### config.mk
export PLATFORM = sky130hd
export DESIGN_NAME = cfg_session_ctrl
export DESIGN_NICKNAME = d
export VERILOG_FILES = /design/src/rtl/cfg_session_pkg.sv /design/src/rtl/cfg_sync2.sv /design/src/rtl/cfg_session_dp.sv /design/src/rtl/cfg_session_fsm.sv /design/src/rtl/cfg_session_ctrl.sv
export SDC_FILE = /design/constraint.sdc
export NUM_CORES = 1
export LEC_CHECK = 0
export BUFFER_PORTS_ARGS = -buffer_cell sky130_fd_sc_hd__clkbuf_2
export CAP_MARGIN = 5
export CORE_MARGIN = 2
export CORE_UTILIZATION = 44
export DETAILED_ROUTE_END_ITERATION = 7
export GPL_ROUTABILITY_DRIVEN = 0
export GPL_TIMING_DRIVEN = 0
export MAX_ROUTING_LAYER = met4
export PLACE_DENSITY = 0.83
export SYNTH_ARGS = -nofsm -noshare
export SYNTH_HDL_FRONTEND = slang
export SYNTH_HIERARCHICAL = 1
export SYNTH_SLANG_ARGS = --single-unit
### constraint.sdc
create_clock -name clk -period 2 [get_ports clk]
set_clock_uncertainty 0.15 [all_clocks]
set_input_delay 0.4 -clock clk [delete_from_list [all_inputs] [get_ports clk]]
set_output_delay 0.4 -clock clk [all_outputs]
set_load 0.01 [all_outputs]
### src/rtl/cfg_session_pkg.sv
package cfg_session_pkg;

  typedef enum logic [2:0] {
    ST_HOLD,
    ST_CLEAR,
    ST_INIT_WAIT,
    ST_LOAD,
    ST_ABORT,
    ST_HANDOFF
  } sess_state_e;

  // strobes from control to datapath
  typedef struct packed {
    logic startClear;
    logic clearing;
    logic sampleMode;
    logic clkRun;
    logic passWords;
  } sess_ctrl_t;

  // conditions from datapath to control
  typedef struct packed {
    logic progLong;
    logic progHigh;
    logic clearDone;
    logic initHigh;
    logic isMaster;
  } sess_stat_t;

  localparam logic [1:0] MODE_MSTR_SER = 2'b00;
  localparam logic [1:0] MODE_MSTR_PAR = 2'b01;
  localparam logic [1:0] MODE_SLV_PAR  = 2'b10;
  localparam logic [1:0] MODE_SLV_SER  = 2'b11;

  function automatic logic modeIsMaster(input logic [1:0] m);
    return ~m[1];
  endfunction

endpackage

### src/rtl/cfg_sync2.sv
module cfg_sync2 #(
  parameter logic RESET_VAL = 1'b0
) (
  input  logic clk,
  input  logic rstN,
  input  logic din,
  output logic dout
);
  logic stage1;
  logic stage2;

  always_ff @(posedge clk or negedge rstN) begin
    if (!rstN) begin
      stage1 <= RESET_VAL;
      stage2 <= RESET_VAL;
    end else begin
      stage1 <= din;
      stage2 <= stage1;
    end
  end

  assign dout = stage2;
endmodule

### src/rtl/cfg_session_dp.sv
module cfg_session_dp
  import cfg_session_pkg::*;
#(
  parameter int WORD_W       = 32,
  parameter int MIN_PROG     = 8,
  parameter int CLEAR_CYCLES = 16,
  parameter int CCLK_HALF    = 2
) (
  input  logic              clk,
  input  logic              pwrGood,
  input  logic              progPinN,
  input  logic              initPinIn,
  input  logic [1:0]        modePins,
  input  logic              variantSel,
  input  logic [WORD_W-1:0] dataIn,
  input  logic              dataValid,
  input  sess_ctrl_t        ctrl,
  output sess_stat_t        stat,
  output logic [1:0]        cfgMode,
  output logic              cfgVariant,
  output logic              cclkOut,
  output logic [WORD_W-1:0] wordOut,
  output logic              wordValid
);
  localparam int PW = $clog2(MIN_PROG + 1);
  localparam int CW = (CLEAR_CYCLES > 1) ? $clog2(CLEAR_CYCLES) : 1;
  localparam int DW = (CCLK_HALF > 1) ? $clog2(CCLK_HALF) : 1;
  localparam logic [PW-1:0] PROG_LIMIT = PW'(MIN_PROG);
  localparam logic [CW-1:0] CLEAR_LAST = CW'(CLEAR_CYCLES - 1);
  localparam logic [DW-1:0] DIV_LAST   = DW'(CCLK_HALF - 1);

  logic progSync;
  logic initSync;

  cfg_sync2 #(.RESET_VAL(1'b1)) uProgSync (
    .clk(clk), .rstN(pwrGood), .din(progPinN), .dout(progSync)
  );
  cfg_sync2 #(.RESET_VAL(1'b0)) uInitSync (
    .clk(clk), .rstN(pwrGood), .din(initPinIn), .dout(initSync)
  );

  // program pulse width filter
  logic [PW-1:0] lowCnt;
  always_ff @(posedge clk or negedge pwrGood) begin
    if (!pwrGood)          lowCnt <= '0;
    else if (progSync)     lowCnt <= '0;
    else if (lowCnt != PROG_LIMIT) lowCnt <= lowCnt + 1'b1;
  end

  // clear phase length
  logic [CW-1:0] clrCnt;
  always_ff @(posedge clk or negedge pwrGood) begin
    if (!pwrGood)                          clrCnt <= '0;
    else if (ctrl.startClear)              clrCnt <= CLEAR_LAST;
    else if (ctrl.clearing && clrCnt != '0) clrCnt <= clrCnt - 1'b1;
  end

  // mode capture
  always_ff @(posedge clk or negedge pwrGood) begin
    if (!pwrGood) begin
      cfgMode    <= MODE_MSTR_SER;
      cfgVariant <= 1'b0;
    end else if (ctrl.sampleMode) begin
      cfgMode    <= modePins;
      cfgVariant <= variantSel & modeIsMaster(modePins);
    end
  end

  // configuration clock generator
  logic [DW-1:0] divCnt;
  logic          cclkReg;
  logic          divWrap;
  logic          cclkRise;

  assign divWrap  = (divCnt == DIV_LAST);
  assign cclkRise = ctrl.clkRun & divWrap & ~cclkReg;

  always_ff @(posedge clk or negedge pwrGood) begin
    if (!pwrGood) begin
      divCnt  <= '0;
      cclkReg <= 1'b0;
    end else if (!ctrl.clkRun) begin
      divCnt  <= '0;
      cclkReg <= 1'b0;
    end else if (divWrap) begin
      divCnt  <= '0;
      cclkReg <= ~cclkReg;
    end else begin
      divCnt  <= divCnt + 1'b1;
    end
  end
  assign cclkOut = cclkReg;

  // word hand-off to the frame loader
  logic acceptWord;
  assign acceptWord = ctrl.passWords & dataValid &
                      (modeIsMaster(cfgMode) ? cclkRise : 1'b1);

  always_ff @(posedge clk or negedge pwrGood) begin
    if (!pwrGood) begin
      wordOut   <= '0;
      wordValid <= 1'b0;
    end else begin
      wordValid <= acceptWord;
      if (acceptWord) wordOut <= dataIn;
    end
  end

  assign stat.progLong  = (lowCnt == PROG_LIMIT);
  assign stat.progHigh  = progSync;
  assign stat.clearDone = (clrCnt == '0);
  assign stat.initHigh  = initSync;
  assign stat.isMaster  = modeIsMaster(cfgMode);


  prog_filter_chk: assert property (@(posedge clk) disable iff (!pwrGood)
    stat.progLong |-> !$past(progSync));


  idle_clk_chk: assert property (@(posedge clk) disable iff (!pwrGood)
    !ctrl.clkRun |=> !cclkOut);


  word_gate_chk: assert property (@(posedge clk) disable iff (!pwrGood)
    wordValid |-> $past(ctrl.passWords && dataValid));


  mode_hold_chk: assert property (@(posedge clk) disable iff (!pwrGood)
    !ctrl.sampleMode |=> $stable(cfgMode));

endmodule

### src/rtl/cfg_session_fsm.sv
module cfg_session_fsm
  import cfg_session_pkg::*;
(
  input  logic       clk,
  input  logic       pwrGood,
  input  logic       crcValid,
  input  logic       crcOk,
  input  logic       loadDone,
  input  sess_stat_t stat,
  output sess_ctrl_t ctrl,
  output logic       memClear,
  output logic       initDriveLow,
  output logic       ioTristate
);
  sess_state_e state;
  sess_state_e stateNext;
  logic        crcFail;

  assign crcFail = crcValid & ~crcOk;

  always_comb begin
    stateNext = state;
    if (stat.progLong) begin
      stateNext = ST_HOLD;
    end else begin
      unique case (state)
        ST_HOLD:      if (stat.progHigh)  stateNext = ST_CLEAR;
        ST_CLEAR:     if (stat.clearDone) stateNext = ST_INIT_WAIT;
        ST_INIT_WAIT: if (stat.initHigh)  stateNext = ST_LOAD;
        ST_LOAD: begin
          if (crcFail)       stateNext = ST_ABORT;
          else if (loadDone) stateNext = ST_HANDOFF;
        end
        ST_ABORT:     stateNext = ST_ABORT;
        ST_HANDOFF:   stateNext = ST_HANDOFF;
        default:      stateNext = ST_HOLD;
      endcase
    end
  end

  always_ff @(posedge clk or negedge pwrGood) begin
    if (!pwrGood) state <= ST_HOLD;
    else          state <= stateNext;
  end

  always_comb begin
    ctrl.startClear = (state == ST_HOLD) & stat.progHigh & ~stat.progLong;
    ctrl.clearing   = (state == ST_CLEAR);
    ctrl.sampleMode = (state == ST_INIT_WAIT) & stat.initHigh & ~stat.progLong;
    ctrl.clkRun     = (state == ST_LOAD) & stat.isMaster;
    ctrl.passWords  = (state == ST_LOAD);
  end

  assign memClear     = (state == ST_CLEAR);
  assign initDriveLow = (state == ST_HOLD) | (state == ST_CLEAR) | (state == ST_ABORT);
  assign ioTristate   = (state != ST_HANDOFF);


  clear_hold_chk: assert property (@(posedge clk) disable iff (!pwrGood)
    (state == ST_CLEAR && !stat.clearDone && !stat.progLong) |=> state == ST_CLEAR);


  abort_sticky_chk: assert property (@(posedge clk) disable iff (!pwrGood)
    (state == ST_ABORT && !stat.progLong) |=> state == ST_ABORT);


  crc_priority_chk: assert property (@(posedge clk) disable iff (!pwrGood)
    (state == ST_LOAD && crcFail && !stat.progLong) |=> state == ST_ABORT);


  init_stall_chk: assert property (@(posedge clk) disable iff (!pwrGood)
    (state == ST_INIT_WAIT && !stat.initHigh && !stat.progLong) |=> state == ST_INIT_WAIT);

endmodule

### src/rtl/cfg_session_ctrl.sv
module cfg_session_ctrl
  import cfg_session_pkg::*;
#(
  parameter int WORD_W       = 32,
  parameter int MIN_PROG     = 8,
  parameter int CLEAR_CYCLES = 16,
  parameter int CCLK_HALF    = 2
) (
  input  logic              clk,
  input  logic              pwrGood,
  input  logic              progPinN,
  input  logic              initPinIn,
  input  logic [1:0]        modePins,
  input  logic              variantSel,
  input  logic [WORD_W-1:0] dataIn,
  input  logic              dataValid,
  input  logic              crcValid,
  input  logic              crcOk,
  input  logic              loadDone,
  output logic              memClear,
  output logic              initDriveLow,
  output logic              ioTristate,
  output logic              cclkEn,
  output logic              cclkOut,
  output logic [1:0]        cfgMode,
  output logic              cfgVariant,
  output logic [WORD_W-1:0] wordOut,
  output logic              wordValid
);
  sess_ctrl_t ctrl;
  sess_stat_t stat;

  cfg_session_fsm uFsm (
    .clk(clk), .pwrGood(pwrGood), .crcValid(crcValid), .crcOk(crcOk),
    .loadDone(loadDone), .stat(stat), .ctrl(ctrl), .memClear(memClear),
    .initDriveLow(initDriveLow), .ioTristate(ioTristate)
  );

  cfg_session_dp #(
    .WORD_W(WORD_W), .MIN_PROG(MIN_PROG),
    .CLEAR_CYCLES(CLEAR_CYCLES), .CCLK_HALF(CCLK_HALF)
  ) uDp (
    .clk(clk), .pwrGood(pwrGood), .progPinN(progPinN), .initPinIn(initPinIn),
    .modePins(modePins), .variantSel(variantSel), .dataIn(dataIn),
    .dataValid(dataValid), .ctrl(ctrl), .stat(stat), .cfgMode(cfgMode),
    .cfgVariant(cfgVariant), .cclkOut(cclkOut), .wordOut(wordOut),
    .wordValid(wordValid)
  );

  assign cclkEn = ctrl.clkRun;

endmodule

=== Word-level counts from Yosys, hierarchy flattened ===
Cells that the tools add are included.

* Bits in registers: 53
* Memory bits (writable): 0
* Memory bits (read-only): 0
* Memories kept: 0
* Word-level logic and storage cells: 70
* Bits in latches: 0

* Add/subtract/negate cells: 3
* Reduce and logical (&&, ||, !) cells: 7
* Mux-type cells: 16
* Bitwise logic cells: 18
* Shifts and indexed selects: 0
* Multipliers: 0
* Magnitude comparators: 0
* Equal/unequal tests: 13
* Div/mod/pow operators: 0

{| class="wikitable"
|+ Operator list
! cell !! count
|-
| $mux W3 || 6
|-
| $pmux W3 S6 || 1
|-
| $mux W4 || 4
|-
| $and A1 B1 Y1 || 11
|-
| $ne A3 B1 Y1 const B || 3
|-
| $ne A4 B4 Y1 const B || 2
|-
| $eq A3 B2 Y1 const B || 2
|-
| $eq A3 B3 Y1 const B || 2
|-
| $mux W1 || 5
|-
| $not A1 Y1 || 5
|-
| $add A4 B1 Y4 const B || 1
|-
| $eq A4 B4 Y1 const B || 1
|-
| $logic_not A4 Y1 || 1
|-
| $reduce_and A4 Y1 || 1
|-
| $reduce_bool A2 Y1 || 2
|-
| $reduce_bool A4 Y1 || 1
|-
| $sub A4 B1 Y4 const B || 1
|-
| $eq A3 B1 Y1 const B || 1
|-
| $logic_not A3 Y1 || 1
|-
| $ne A3 B3 Y1 const B || 1
|-
| $ne A2 B1 Y1 const B || 1
|-
| $or A1 B1 Y1 || 2
|-
| $add A1 B1 Y1 const B || 1
|-
| $logic_and A1 B1 Y1 || 1
|}

=== Longest topological paths before layout ===
Gate-level depths: netlist of run 1.

* Word-level depth: 6
* Depth in mapped cells: 7
* Gate-level depth less buffers: 7

=== Cells and area by module ===
The synthesis of run 1 kept the hierarchy.

{| class="wikitable"
|+ By module, submodules not included
! module !! area each (µm²) !! times used !! cells each !! sequential area each (µm²)
|-
| cfg_session_dp || 1868.0 || 1 || 127 || 1151.1
|-
| cfg_session_fsm || 242.7 || 1 || 28 || 75.1
|-
| cfg_sync2 (uDp.uProgSync) || 52.6 || 1 || 2 || 52.6
|-
| cfg_sync2 (uDp.uInitSync) || 50.0 || 1 || 2 || 50.0
|}

=== Worst setup path after synthesis of run 1 ===
No wires, ideal clock.

* Kind: flip-flop to flip-flop
* From: register uFsm.state[2]
* To: register uDp.clrCnt[3]
* Slack: -0.134 ns
* Library setup time: 0.124 ns
* Arrival time: 1.860 ns
* Cell stages (with the launch flop): 6
* Cells stage by stage: dfrtp_1 > buf_6 > nor3b_1 > buf_4 > or4b_1 > a211o_1

* Elaborated cells between the ends (all ways): 7
* Classes of those cells: 1 x eq/ne; 1 x mux; 2 x bitwise; 3 x reduce/logical

{| class="wikitable"
|+ RTL lines
! element !! RTL line !! source
|-
| start, declared || cfg_session_fsm.sv:15 || <nowiki>sess_state_e state;</nowiki>
|-
| start signal, assigned || cfg_session_fsm.sv:43 || <nowiki>else state <= stateNext;</nowiki>
|-
| $eq A3 B1 Y1 || -- ||
|-
| named net memClear || cfg_session_ctrl.sv:20 || <nowiki>output logic memClear,</nowiki>
|-
| $logic_and A1 B1 Y1 || cfg_session_dp.sv:55 || <nowiki>else if (ctrl.clearing && clrCnt != '0) clrCnt <= clrCnt - 1'b1;</nowiki>
|-
| $reduce_bool A2 Y1 (no source line) || -- ||
|-
| end signal, assigned || cfg_session_dp.sv:55 ||
|-
| end, declared || cfg_session_dp.sv:51 || <nowiki>logic [CW-1:0] clrCnt;</nowiki>
|}

The timed path passes the listed nets, and every way through them passes these cells.
A chain may end at the register's enable or synchronous reset.

==> run summary, run 1 <==
================================================================================
Number of global-route vias before repair                                   1586
Leakage Power                                                           1.725 nW
Synthesized net count                                                        205
Antenna diode count                                                            0
Vias after detailed routing                                                 1600
Number of top-level design ports                                              84
Top post-synthesis cells by area                                    sky130_fd_sc_hd__dfrtp_1 58%, sky130_fd_sc_hd__mux2_2 16%, sky130_fd_sc_hd__buf_6 2.5%
Most used standard cells in the synthesized netlist                 51 x sky130_fd_sc_hd__dfrtp_1, 31 x sky130_fd_sc_hd__mux2_2, 8 x sky130_fd_sc_hd__inv_1
Final standard cell count with taps included and fillers excluded            329
Achievable clock frequency                                             481.2 MHz
Share of async-settable or async-resettable flops after synthesis         100.0%
Max Transition Viols Final                                                     0
Insertion delay to the later sink of the worst-skew pair                  300 ps
Clock tree from TritonCTS                                                   done
Gate Count Post-Synth                                                        159
Yosys warning count                                                            6
Worst voltage drop across the vdd grid                                 0.8865 mV
Number of register bits inferred by synthesis                                 53
Total placed cells including tap cells                                       309
Yosys top cell area share                                                 57.66%
Final hold violation count                                                     0
Clock sinks                                                                   53
Final Critical Period                                                    2078 ps
Sequential share of the synthesized area                                  60.03%
H-Tree Level Count                                                             2
Final-report setup violation count                                            32
DRT antenna net count                                                          0
Most used standard cell by instance count after synthesis           sky130_fd_sc_hd__dfrtp_1
Type of element capturing the critical path                                 flop
GRT Residual Overflow                                                          0
DRC violations left                                                            0
Clock transition at the registers of the reported paths                    90 ps
Synth cell types                                                              33
Maximum clock insertion buffer count                                           2
Maximum number of pins on one net before global-route repair                  54
Cell area after synthesis                                           0.002213 mm^2
Port Buffer Count                                                             83
Total routing usage reported by global routing                            18.61%
Peak fanout along the critical path                                            6
Dpl hpwl                                                                 3055 um
Layout-stage area growth over the synthesis result                        41.55%
Global-route wire length before repair                                   7486 um
Worst slew margin relative to its limit                                   73.77%
First drt pass iteration count                                                 4
Failing checks                                                      negative setup slack
Number of buffers added by the clock tree synthesis step                       5
Result of the run                                                   finished, violations left
Die ar.                                                             0.005614 mm^2
Number of flops mapped to enable cells by yosys                                0
Worst Setup Slack, final                                               -78.13 ps
Proportion of layout cells with a drive suffix above 1                    59.92%
Crit Path Category                                                  flop to flop
Post-layout net count                                                        308
Number of core rows                                                           25
Avg Cell Area, Syn                                                    13.92 um^2
Post-synthesis cell type with the largest combined area             sky130_fd_sc_hd__dfrtp_1
Initial Utilization                                                       46.25%
RSZ-0062 raised after global routing                                        true
Most instantiated flip-flop cell in the synthesis netlist           sky130_fd_sc_hd__dfrtp_1
Routed vias/inst                                                           4.863
Average wire per cell in the routed design                              16.30 um
Number of maximum-capacitance constraint violations                            0
CP arrival                                                               2120 ps
Hold crit path type                                                 primary input to flop
1st-iter DRT viols                                                            45
Post-route worst hold slack                                             22.78 ps
CTS root buffer                                                     sky130_fd_sc_hd__clkbuf_8
Sort of element at the start of the critical path                           flop
Area of the core                                                    0.004786 mm^2
Die X                                                                   74.93 um
Slew at the pin closest to its max-slew limit                           391.8 ps
Post-placement worst setup slack                                       -274.8 ps
Req. time, crit path                                                     2040 ps
Total Wirelength                                                         5364 um
Initial antenna violation count                                                0
Fraction of the cycle the final worst path needs                          103.9%
Die Span Y                                                              74.93 um
Power density over cell area                                        1334 mW/mm^2
================================================================================
==> metrics by stage <==
| stage | util, % | TNS, ps | cell area (um^2) | total power, mW |
|---|---|---|---|---|
| 6_report | 65.46 | -1980 | 3133 | 4.178 |
| 5_1_grt | 65.46 | -3423 | 3133 | 4.422 |
| 4_1_cts | 64.05 | -3127 | 3065 | 4.089 |
| 3_5_place_dp | 56.84 | -6740 | 2720 | 3.116 |
| 3_3_place_gp | 56.84 | -6291 | 2720 | 3.052 |
| 2_1_floorplan | - | -2303 | 2221 | 2.548 |
==> registers in the layout, indices dropped and copies added, names as in the netlist <==
| name | count |
|---|---|
| uFsm/state | 3 |
| uDp/divCnt | 1 |
| uDp/uInitSync/dout | 1 |
| uDp/cfgMode | 2 |
| uDp/wordOut | 32 |
| uDp/cfgVariant | 1 |
| uDp/lowCnt | 4 |
| uDp/uInitSync/stage1 | 1 |
| uDp/cclkOut | 1 |
| uDp/clrCnt | 4 |
| uDp/wordValid | 1 |
| uDp/uProgSync/stage1 | 1 |
| uDp/uProgSync/dout | 1 |
==> critical path, stage by stage (launching register included) <==
cell and delay, ps:
sky130_fd_sc_hd__dfrtp_1 410, sky130_fd_sc_hd__and3b_2 240, sky130_fd_sc_hd__and2_4 140, sky130_fd_sc_hd__and3b_2 210, sky130_fd_sc_hd__o211ai_4 200, sky130_fd_sc_hd__buf_8 180, sky130_fd_sc_hd__buf_8 140, sky130_fd_sc_hd__mux2_4 310
==> path summary, 6_finish.rpt <==
path | startpoint | depth (start not counted) | slack [ps] | endpoint
worst min-delay path | progPinN | 1 | 20 | uDp/uProgSync/stage1
worst max-delay path | uFsm/state[0] | 7 | -80 | uDp/wordOut[22]
max in group asynchronous | pwrGood | 3 | 800 | uDp/uProgSync/dout
worst max register to register | uFsm/state[0] | 7 | -80 | uDp/wordOut[22]
worst min register to register | uDp/uInitSync/stage1 | 0 | 200 | uDp/uInitSync/dout
min in group asynchronous | pwrGood | 2 | 350 | uDp/wordOut[3]
==> what timing repair did <==
action	4_1_cts	5_1_grt
resized for setup	36	13
endpoints found under the hold margin	0	10
buffers inserted	9	1
pin swaps	3	4
setup endpoints to repair	36	37
hold buffers	0	1
cloned	3	0
==> kinds of logic after synthesis <==
family          synth area share [%]
compound gates                 5.088
flops                          60.03
mux                            17.69
xor+xnor                       1.583
fa+ha+maj                      1.696
buf+inv                        4.918
simple gates                   8.988
==> final cells by class <==
cell class	count	area (um^2)
clock inverter	2	35.03
timing repair buffer	98	581.8
sequential	53	1330
multi-input combinational	90	935.9
inverter	8	30.03
buffer	6	67.56
clock buffer	5	68.82
fill	350	1653
tap	67	83.83
==> power by group <==
part	internal [mW]	total, mW	switching [mW]
sequential	1.48	1.75	0.270
combinational	0.973	1.74	0.767
clock	0.364	0.691	0.327
==> metal layers <==
| metal | vias to the layer above | GRT usage [%] | routed length [um] |
|---|---|---|---|
| met5 | - | - | 0 |
| met4 | 0 | 5.952 | 61 |
| met3 | 6 | 6.024 | 378 |
| met2 | 65 | 26.90 | 2619 |
| met1 | 779 | 25.02 | 2305 |
| li1 | 750 | - | - |
==> cells in the final DEF (no fill, tap or decap), types with 3 or more instances in the layout <==
cell type and count:
sky130_fd_sc_hd__inv_1 7, sky130_fd_sc_hd__a21oi_1 5, sky130_fd_sc_hd__mux2_4 27, sky130_fd_sc_hd__clkbuf_8 5, sky130_fd_sc_hd__buf_6 3, sky130_fd_sc_hd__nor3b_1 3, sky130_fd_sc_hd__nor2b_1 3, sky130_fd_sc_hd__ha_1 3
sky130_fd_sc_hd__buf_8 4, sky130_fd_sc_hd__clkbuf_2 82, sky130_fd_sc_hd__mux2_2 6, sky130_fd_sc_hd__nand2_1 4, sky130_fd_sc_hd__nor2_1 5, sky130_fd_sc_hd__nand2b_1 3, sky130_fd_sc_hd__a211o_1 3, sky130_fd_sc_hd__dfrtp_1 50
sky130_fd_sc_hd__buf_4 11
Note: power is estimated with default switching activity, not from simulation.
==> run 2, diff against run 1 <==
- CORE_ASPECT_RATIO: not set -> 1.25
- MAX_ROUTING_LAYER: met4 -> not set
==> run summary, run 2 (synthesis results as in run 1) <==
======================================================================================
RSZ-0062 raised after global routing                                              true
Insertion delay to the later sink of the worst-skew pair                        290 ps   about the same
Clock tree from TritonCTS                                                         done
Number of top-level design ports                                                    84   unchanged
Number of core rows                                                                 28   +12%
Largest stage delay, worst path                                                 420 ps   about the same
DRC violations left                                                                  0   unchanged
Worst slew margin relative to its limit                                         64.69%   -9.1 points
Failing checks                                                            negative setup slack
Buffering stage count on the worst path with inverters included                      3   +1
Sort of element at the start of the critical path                                 flop
Area of placed instances                                                  0.002711 mm^2   -0.32%
Clock transition at the registers of the reported paths                          80 ps   about the same
Library cell contributing the largest single delay on the critical path   sky130_fd_sc_hd__dfrtp_1
Worst voltage drop across the vdd grid                                       0.7469 mV   -16%
Dpl hpwl                                                                       3119 um   +2.1%
Port Buffer Count                                                                   83   unchanged
First drt pass iteration count                                                       4   unchanged
Power density over cell area                                              1284 mW/mm^2   -3.7%
R2R Setup Slk                                                                  -100 ps   -30 ps
Total placed cells including tap cells                                             302   -2.3%
CP arrival                                                                     2130 ps   about the same
Req. time, crit path                                                           2030 ps   about the same
Average wire per cell in the routed design                                    14.68 um   -9.9%
Most frequent cells in the layout                                         80 x sky130_fd_sc_hd__clkbuf_2, 50 x sky130_fd_sc_hd__dfrtp_1, 19 x sky130_fd_sc_hd__mux2_4, 18 x sky130_fd_sc_hd__buf_4, 12 x sky130_fd_sc_hd__mux2_2
Layout-stage area growth over the synthesis result                              41.83%
Total Wirelength                                                               4846 um   -9.7%
Cell-by-cell listing of the critical path                                 and3b_2 -> and2_4 -> and3b_2 -> o211ai_4 -> buf_12 -> buf_12 -> buf_8 -> mux2_4
Leading cell type in the layout, fill and taps excluded                   sky130_fd_sc_hd__clkbuf_2
Max reg flops                                                                       32   unchanged
Final hold violation count                                                           0   unchanged
Slew at the pin closest to its max-slew limit                                 525.2 ps   +133.4 ps
Largest registers ranked by flip-flop count                               uDp/wordOut x32, uDp/clrCnt x4, uDp/lowCnt x4
Final standard cell count with taps included and fillers excluded                  330   +0.30%
Fraction of the cycle the final worst path needs                                105.2%   +1.3 points
Die X                                                                         67.44 um   -10%
Post-layout net count                                                              316   +2.6%
GRT Residual Overflow                                                                0   unchanged
CTS root buffer                                                           sky130_fd_sc_hd__clkbuf_8
Final Critical Period                                                          2104 ps   +25.38 ps
Initial Utilization                                                             46.12%   -0.13 points
Hold crit path type                                                       primary input to flop
Clock sinks                                                                         53   unchanged
Die Span Y                                                                    83.30 um   +11%
Leakage Power                                                                 1.723 nW   -0.12%
Maximum number of pins on one net before global-route repair                        54   unchanged
Proportion of layout cells with a drive suffix above 1                          59.63%   -0.29 points
Crit Path Category                                                        flop to flop
Number of maximum-capacitance constraint violations                                  0   unchanged
Peak fanout along the critical path                                                  7   +1
DRT antenna net count                                                                0   unchanged
Die ar.                                                                   0.005617 mm^2   about the same
Routed vias/inst                                                                 4.930   +1.4%
Register name with the most flops                                          uDp/wordOut
H-Tree Level Count                                                                   2   unchanged
Post-Layout Inst Area                                                     0.003139 mm^2   +0.20%
Max Transition Viols Final                                                           0   unchanged
Type of element capturing the critical path                                       flop
Total routing usage reported by global routing                                  18.55%   -0.059 points
Fin Setup TNS                                                                 -1520 ps   +460.5 ps
Number of global-route vias before repair                                         1762   +11%
Antenna diode count                                                                  0   unchanged
Final-report setup violation count                                                  27   -16%
1st-iter DRT viols                                                                  41   -8.9%
Vias after detailed routing                                                       1627   +1.7%
Area of the core                                                          0.004800 mm^2   +0.29%
Achievable clock frequency                                                   475.4 MHz   -1.2%
Maximum clock insertion buffer count                                                 2   unchanged
Worst Setup Slack, final                                                     -103.5 ps   -25.38 ps
Initial antenna violation count                                                      0   unchanged
Result of the run                                                         finished, violations left
Crit-path leading delay family                                            simple AND/OR/NAND/NOR gates
Global-route wire length before repair                                         7955 um   +6.3%
Number of buffers added by the clock tree synthesis step                             5   unchanged
======================================================================================
run 2: per-layer routing:
metal / part of all wire, % / wire length, um / global-route usage, %
met1: 40 / 1958 / 22.78
met2: 51 / 2456 / 30.24
met3: 8.3 / 401 / 6.504
met4: 0.60 / 29 / 5.566
met5: 0 / 0 / 0
run 2: report_power, final:
| part | switching, mW | internal, mW | leakage, nW |
|---|---|---|---|
| Combinational | 0.730 | 0.988 | 1.01 |
| Clock | 0.309 | 0.275 | 0.0443 |
| Sequential | 0.253 | 1.48 | 0.669 |
| Total | 1.29 | 2.74 | 1.72 |
run 2: what timing repair did:
action	in CTS	in global routing
cloned	3	0
hold buffers	0	1
setup endpoints to repair	40	37
resized for setup	27	14
endpoints found under the hold margin	0	17
pin swaps	2	3
setup buffers	13	7
run 2: area by class of cell:
cell class | instances | area [um^2]
repair buffers | 106 | 658.1
well taps | 60 | 75.07
inverters | 8 | 30.03
flip-flops and latches | 53 | 1330
multi-input cells | 90 | 892.1
plain buffers | 6 | 67.56
clock buffers | 7 | 86.33
fillers | 364 | 1660
run 2: worst paths after layout:
check,startpoint,end,cells past startpoint
min in group asynchronous,pwrGood,uDp/wordOut[27],2
min,progPinN,uDp/uProgSync/stage1,1
max,uFsm/state[0],uDp/wordOut[8],8
max reg2reg,uFsm/state[0],uDp/wordOut[8],8
max in group asynchronous,pwrGood,uDp/clrCnt[0],3
min reg2reg,uDp/uProgSync/stage1,uDp/uProgSync/dout,0
run 2: metrics by stage:
stage | setup slack (ps) | hold slack (ps) | total power, mW | utilization, %
6_report | -103.5 | 31.42 | 4.030 | 65.41
2_1_floorplan | -81.15 | -45.59 | 2.548 | -
5_1_grt | -164.1 | 11.58 | 4.314 | 65.41
3_3_place_gp | -271.1 | 185.4 | 3.048 | 56.49
3_5_place_dp | -225.7 | 190.2 | 3.125 | 56.49
4_1_cts | -141.9 | 15.14 | 3.989 | 64.10
run 2: worst reg2reg max path: cells and delay by family (launching register included):
family	cells	cell delay, ps
AND/OR/NAND/NOR	3	560
buffers and inverters	3	360
AO/OA/AOI/OAI	1	200
flip-flops	1	420
multiplexers	1	300
